### config.mk
export PLATFORM = sky130hd
export DESIGN_NAME = dbg_cmd_sequencer
export DESIGN_NICKNAME = d
export VERILOG_FILES = /design/src/rtl/dbg_seq_pkg.sv /design/src/rtl/dbg_seq_ctrl.sv /design/src/rtl/dbg_seq_datapath.sv /design/src/rtl/dbg_cmd_sequencer.sv
export SDC_FILE = /design/constraint.sdc
export NUM_CORES = 1
export LEC_CHECK = 0
export CAP_MARGIN = 20
export CORE_MARGIN = 5
export CORE_UTILIZATION = 35
export DETAILED_ROUTE_END_ITERATION = 16
export GPL_TIMING_DRIVEN = 0
export SKIP_CTS_REPAIR_TIMING = 1
export SYNTH_ARGS = -nofsm -noshare
export SYNTH_HDL_FRONTEND = slang
export SYNTH_HIERARCHICAL = 1
export SYNTH_SLANG_ARGS = --single-unit
### constraint.sdc
create_clock -name clk -period 2.4 [get_ports clk]
set_input_delay 0.36 -clock clk [delete_from_list [all_inputs] [get_ports clk]]
set_output_delay 0.36 -clock clk [all_outputs]
set_load 0.1 [all_outputs]
### src/rtl/dbg_seq_pkg.sv
package dbg_seq_pkg;

  typedef enum logic [1:0] {
    ST_CMD   = 2'd0,
    ST_COUNT = 2'd1,
    ST_ADDR  = 2'd2,
    ST_DATA  = 2'd3
  } seqState_t;

  typedef enum logic [1:0] {
    KIND_SRST    = 2'd0,
    KIND_READ    = 2'd1,
    KIND_WRITE   = 2'd2,
    KIND_UNKNOWN = 2'd3
  } cmdKind_t;

  // Strobes from control to datapath, all valid for one cycle.
  typedef struct packed {
    logic     flush;
    logic     cmdLoad;
    cmdKind_t kind;
    logic     addrClear;
    logic     addrShift;
    logic     addrCommit;
    logic     dataLoad;
    logic     txnEnd;
  } seqStrobes_t;

endpackage

### src/rtl/dbg_seq_ctrl.sv
module dbg_seq_ctrl
  import dbg_seq_pkg::*;
#(
  parameter int DATA_W     = 8,
  parameter int ADDR_BYTES = 3,
  parameter int CODE_W     = 3
) (
  input  logic              clk,
  input  logic              rst_n,
  input  logic              syncReset,
  input  logic              frameValid,
  input  logic              frameAck,
  input  logic [DATA_W-1:0] frameData,
  output logic              cmdPhase,
  output seqStrobes_t       strobes
);

  localparam int IDX_W = (ADDR_BYTES > 1) ? $clog2(ADDR_BYTES) : 1;
  localparam logic [IDX_W-1:0] LAST_IDX = IDX_W'(ADDR_BYTES - 1);
  localparam logic [CODE_W-1:0] CODE_SRST  = CODE_W'(0);
  localparam logic [CODE_W-1:0] CODE_READ  = CODE_W'(1);
  localparam logic [CODE_W-1:0] CODE_WRITE = CODE_W'(2);

  seqState_t         state, nextState;
  logic [DATA_W-1:0] count, nextCount;
  logic [IDX_W-1:0]  addrIdx, nextIdx;
  logic              accept;
  logic [CODE_W-1:0] code;

  assign accept   = frameValid & frameAck;
  assign code     = frameData[CODE_W-1:0];
  assign cmdPhase = (state == ST_CMD);

  always_comb begin
    strobes   = '0;
    nextState = state;
    nextCount = count;
    nextIdx   = addrIdx;
    if (syncReset) begin
      strobes.flush = 1'b1;
      nextState     = ST_CMD;
      nextCount     = '0;
      nextIdx       = '0;
    end else if (accept) begin
      unique case (state)
        ST_CMD: begin
          strobes.cmdLoad = 1'b1;
          if (code == CODE_SRST) begin
            strobes.kind   = KIND_SRST;
            strobes.txnEnd = 1'b1;
          end else if (code == CODE_READ || code == CODE_WRITE) begin
            strobes.kind      = (code == CODE_READ) ? KIND_READ : KIND_WRITE;
            strobes.addrClear = 1'b1;
            nextState         = ST_COUNT;
          end else begin
            strobes.kind = KIND_UNKNOWN;
          end
        end
        ST_COUNT: begin
          nextCount = frameData;
          nextIdx   = '0;
          nextState = ST_ADDR;
        end
        ST_ADDR: begin
          strobes.addrShift = 1'b1;
          if (addrIdx == LAST_IDX) begin
            strobes.addrCommit = 1'b1;
            if (count == '0) begin
              strobes.txnEnd = 1'b1;
              nextState      = ST_CMD;
            end else begin
              nextState = ST_DATA;
            end
          end else begin
            nextIdx = addrIdx + 1'b1;
          end
        end
        ST_DATA: begin
          strobes.dataLoad = 1'b1;
          nextCount        = count - 1'b1;
          if (count == DATA_W'(1)) begin
            strobes.txnEnd = 1'b1;
            nextState      = ST_CMD;
          end
        end
        default: nextState = ST_CMD;
      endcase
    end
  end

  always_ff @(posedge clk or negedge rst_n) begin
    if (!rst_n) begin
      state   <= ST_CMD;
      count   <= '0;
      addrIdx <= '0;
    end else begin
      state   <= nextState;
      count   <= nextCount;
      addrIdx <= nextIdx;
    end
  end

  // an unknown code leaves the sequencer waiting for a command
  assert_unknown_stays_R4: assert property (@(posedge clk) disable iff (!rst_n)
    (state == ST_CMD && accept && !syncReset && code != CODE_SRST &&
     code != CODE_READ && code != CODE_WRITE) |=> (state == ST_CMD));

  // a dropped frame changes neither state nor count
  assert_nack_holds_R8: assert property (@(posedge clk) disable iff (!rst_n)
    (!accept && !syncReset) |=> ($stable(state) && $stable(count)));

  // the data phase never runs with an exhausted count
  assert_count_nonzero_R9: assert property (@(posedge clk) disable iff (!rst_n)
    (state == ST_DATA) |-> (count != '0));

  // every end of transaction lands in the command phase
  assert_end_returns_R6: assert property (@(posedge clk) disable iff (!rst_n)
    strobes.txnEnd |=> (state == ST_CMD));

  // a flush always lands in the command phase
  assert_flush_cmd_R10: assert property (@(posedge clk) disable iff (!rst_n)
    syncReset |=> (state == ST_CMD));

endmodule

### src/rtl/dbg_seq_datapath.sv
module dbg_seq_datapath
  import dbg_seq_pkg::*;
#(
  parameter int DATA_W     = 8,
  parameter int ADDR_BYTES = 3
) (
  input  logic                         clk,
  input  logic                         rst_n,
  input  seqStrobes_t                  strobes,
  input  logic                         frameDir,
  input  logic [DATA_W-1:0]            frameData,
  output logic                         cmdValid,
  output cmdKind_t                     cmdKind,
  output logic [ADDR_BYTES*DATA_W-1:0] addrOut,
  output logic                         addrValid,
  output logic                         dataValid,
  output logic [DATA_W-1:0]            dataByte,
  output logic                         dataDir,
  output logic                         txnDone
);

  localparam int ADDR_W = ADDR_BYTES * DATA_W;

  logic [ADDR_W-1:0] addrShifted;

  generate
    if (ADDR_BYTES > 1) begin : g_multi
      assign addrShifted = {addrOut[ADDR_W-DATA_W-1:0], frameData};
    end else begin : g_single
      assign addrShifted = frameData;
    end
  endgenerate

  always_ff @(posedge clk or negedge rst_n) begin
    if (!rst_n) begin
      cmdValid  <= 1'b0;
      cmdKind   <= KIND_SRST;
      addrOut   <= '0;
      addrValid <= 1'b0;
      dataValid <= 1'b0;
      dataByte  <= '0;
      dataDir   <= 1'b0;
      txnDone   <= 1'b0;
    end else begin
      cmdValid  <= strobes.cmdLoad;
      dataValid <= strobes.dataLoad;
      txnDone   <= strobes.txnEnd;
      if (strobes.cmdLoad) cmdKind <= strobes.kind;
      if (strobes.addrShift) addrOut <= addrShifted;
      if (strobes.flush || strobes.addrClear) addrValid <= 1'b0;
      else if (strobes.addrCommit) addrValid <= 1'b1;
      if (strobes.dataLoad) begin
        dataByte <= frameData;
        dataDir  <= frameDir;
      end
    end
  end

  // command and data events never coincide
  assert_single_event_R3: assert property (@(posedge clk) disable iff (!rst_n)
    $onehot0({cmdValid, dataValid}));

  // data bytes only follow a completed address
  assert_data_after_addr_R6: assert property (@(posedge clk) disable iff (!rst_n)
    dataValid |-> addrValid);

  // the last address byte marks the address valid
  assert_commit_valid_R5: assert property (@(posedge clk) disable iff (!rst_n)
    strobes.addrCommit |=> addrValid);

  // a flush clears the address flag and suppresses events
  assert_flush_clears_R10: assert property (@(posedge clk) disable iff (!rst_n)
    strobes.flush |=> (!addrValid && !dataValid && !cmdValid && !txnDone));

endmodule

### src/rtl/dbg_cmd_sequencer.sv
module dbg_cmd_sequencer
  import dbg_seq_pkg::*;
#(
  parameter int DATA_W     = 8,
  parameter int ADDR_BYTES = 3,
  parameter int CODE_W     = 3,
  localparam int ADDR_W    = ADDR_BYTES * DATA_W
) (
  input  logic              clk,
  input  logic              rst_n,
  input  logic              syncReset,
  input  logic              frameValid,
  input  logic              frameAck,
  input  logic              frameDir,
  input  logic [DATA_W-1:0] frameData,
  output logic              cmdPhase,
  output logic              cmdValid,
  output logic [1:0]        cmdKind,
  output logic [ADDR_W-1:0] addrOut,
  output logic              addrValid,
  output logic              dataValid,
  output logic [DATA_W-1:0] dataByte,
  output logic              dataDir,
  output logic              txnDone
);

  seqStrobes_t strobes;
  cmdKind_t    kindReg;

  dbg_seq_ctrl #(
    .DATA_W(DATA_W), .ADDR_BYTES(ADDR_BYTES), .CODE_W(CODE_W)
  ) u_ctrl (
    .clk(clk), .rst_n(rst_n), .syncReset(syncReset),
    .frameValid(frameValid), .frameAck(frameAck), .frameData(frameData),
    .cmdPhase(cmdPhase), .strobes(strobes)
  );

  dbg_seq_datapath #(
    .DATA_W(DATA_W), .ADDR_BYTES(ADDR_BYTES)
  ) u_dp (
    .clk(clk), .rst_n(rst_n), .strobes(strobes),
    .frameDir(frameDir), .frameData(frameData),
    .cmdValid(cmdValid), .cmdKind(kindReg), .addrOut(addrOut),
    .addrValid(addrValid), .dataValid(dataValid), .dataByte(dataByte),
    .dataDir(dataDir), .txnDone(txnDone)
  );

  assign cmdKind = kindReg;

endmodule

==> metrics <==
via count of the first global-routing pass around 1700; Synth Register Bits between 50 and 60; R2R Path Start u_ctrl/state[1]; most frequent cell after synthesis dfrtp_1; Netlist Area Pre-Place around 2500 um^2; CP required between 2 and 2.5 ns; area leader, netlist dfrtp_1; routability congestion estimate 0.7605; crit-path cells clkdlybuf4s50_1; die width between 90 and 100 um; vias around 1700; GRT Residual Overflow 0; post-synth top area share 51.83%; R2R Setup Slk ~0.2 ns; Root Driver clkbuf_8; syn nets 220; Initial Util around 36%; Site Rows 30; family with the most delay on the worst path buffers and inverters; Slew headroom 33.79%; class of the worst hold path input pin to asynchronous set/reset pin; Slew @ Worst Pin between 0.9 and 1 ns; Core Box Area 6832 um^2; Sw Pwr ~790 uW; Final Setup Violations 0; CP max stage cell clkdlybuf4s50_1; register area share after synthesis 51.83%; Residual DRC 0; Net Sw Frac a little over a third; largest net degree at the start of global routing 40; H-Tree Depth 2; Area Overhead vs Synth 31.96%; Yosys cell types 40; Routed WL about 5600 um; PwrDens between 600 and 700 nW/um^2; Mean Syn Cell Area between 10 and 15 um^2; clock latency on the worst-skew pair 0.30 ns; crit start category flop; Post-synth top cells 51 x dfrtp_1, 20 x mux2_4, 17 x nor2_1, 15 x mux2_2, 12 x nand2_1; final worst-path cycle share between 90% and 100%; initial antenna violation count 0; post-route ant nets 0; nets@finish between 200 and 300; Peak supply drop between 300 and 400 uV; synth top area cells dfrtp_1 52%, mux2_4 12%, mux2_2 6.9%; CTS Buffer Depth 2; power share of the clock group a little over a quarter; # IOs 54; GRT Resource Usage Total 13.10%; setup ws final 0.1874 ns; setup TNS 0 ns; MaxCap Viol Count 0; CTS sink count 51; Slew Viols, Final 0; reg2reg path depth 6; CTS tree yes; TritonRoute pass-1 iters 4; final instance area about 3200 um^2; Crit. End Element output pin; status finished clean; Fin. Hold Viols 0; EDFF count, synth 0; fmax between 400 and 500 MHz; RR Endpoint u_dp/addrOut[2]; Worst Path Buf+Inv 1; CP peak stage delay 1.15 ns; Antenna diodes 0; Post-DP HPWL a little over 4000 um; Lkg Pwr approximately 1.4 nW; Wirelength per Cell 15.45 um; global-route wire length before repair about 9100 um; FFs w/ async S/R, synth 100.0%; Port-buffer cells 53; vias per inst around 4.8; CP startpoint u_dp/addrOut[11]; worst setup path class flop to output pin; ratio of cells with drive above 1 in the final layout roughly a fifth; RSZ-0062 raised after global routing no; placed inst area between 3000 and 4000 um^2; Syn Inst Count ~200; Die Outline Area 8813 um^2; sequential share of power a little over two fifths; internal power roughly 1.4 mW; Synth warnings 6; Num CTS Buffers 5; clock period minus worst slack around 2.2 ns; Synth Flop Type dfrtp_1; Logic pwr share between 20% and 30%; Die Y 93.88 um; arrival time worst endpoint 1.85 ns; clock skew around 0.0051 ns; clock slew at reported path FFs about 0.090 ns; crit-path max FO 3; dpl ws about 0.099 ns; initial drt markers roughly 120
worst max path at each step:
stage,to,slack (ns),cells after the start
after floorplan,u_dp/cmdKind[0],0.20,5
after global placement,u_dp/addrOut[2],-0.64,1
after detailed placement,u_dp/addrOut[2],0.1,7
after CTS,cmdPhase,-0.21,3
after global routing,u_dp/addrOut[2],0.09,6
final,addrOut[11],0.19,1
final cells by class:
cell class / instances / area, um^2
buffer: 12 / 91.34
multi-input combinational: 134 / 1075
sequential: 51 / 1276
timing repair buffer: 55 / 558.0
clock inverter: 2 / 37.54
clock buffer: 5 / 68.82
fill: 651 / 3582
inverter: 6 / 22.52
tap: 96 / 120.1
through the flow:
stage	std cells	hold slack, ns	power, mW	utilization, %
floorplan	203	0.06441	1.439	-
global placement	352	0.4887	1.618	45.60
detailed placement	353	0.2844	1.626	45.82
CTS	360	-0.05786	2.227	47.38
global route	361	0.5115	2.285	47.56
finish	361	0.4895	2.191	47.56
routing by layer:
metal	share of wire, %	routed length [um]	up-vias	global-route usage, %
met5	0	0	-	0
met2	47	2641	42	20.17
met4	1.5	81	0	4.332
met1	47	2610	851	18.23
li1	-	-	844	-
met3	4.4	244	7	2.885
layout by cell type, fill, tap and decap left out, types with 5 or more instances in the layout:
master and instances:
nor3_1 6, nor2_1 16, o21ai_0 9, inv_1 6
mux2_4 20, clkdlybuf4s50_1 51, nand2_1 12, a21oi_1 7
nand3_1 6, clkbuf_1 6, mux2_2 15, dfrtp_1 51
clkbuf_8 5
state kept, by name, indices dropped and copies added, names as in the netlist:
name and cells:
u_ctrl/count 8, u_dp/dataDir 1, u_dp/addrOut 24, u_dp/dataValid 1
u_dp/cmdKind 2, u_dp/cmdValid 1, u_ctrl/addrIdx 2, u_dp/txnDone 1
u_dp/addrValid 1, u_ctrl/state 2, u_dp/dataByte 8
cell families (layout without fill, tap and decap cells):
family	after synthesis	in the layout	share of synthesized area, %
compound gates	32	32	8.232
xor+xnor	1	1	0.3558
fa+ha+maj	3	3	1.525
buf+inv	18	80	4.624
flops	51	51	51.83
mux	38	38	20.27
simple gates	60	60	13.16
power by group through the flow:
stage	clock, mW	combinational, mW	sequential (mW)
after CTS	0.617	0.657	0.954
after detailed placement	0	0.655	0.971
final	0.586	0.651	0.953
after global placement	0	0.649	0.969
after global routing	0.648	0.677	0.960
after floorplan	0	0.143	1.30
Note: power is estimated with default switching activity, not from simulation.
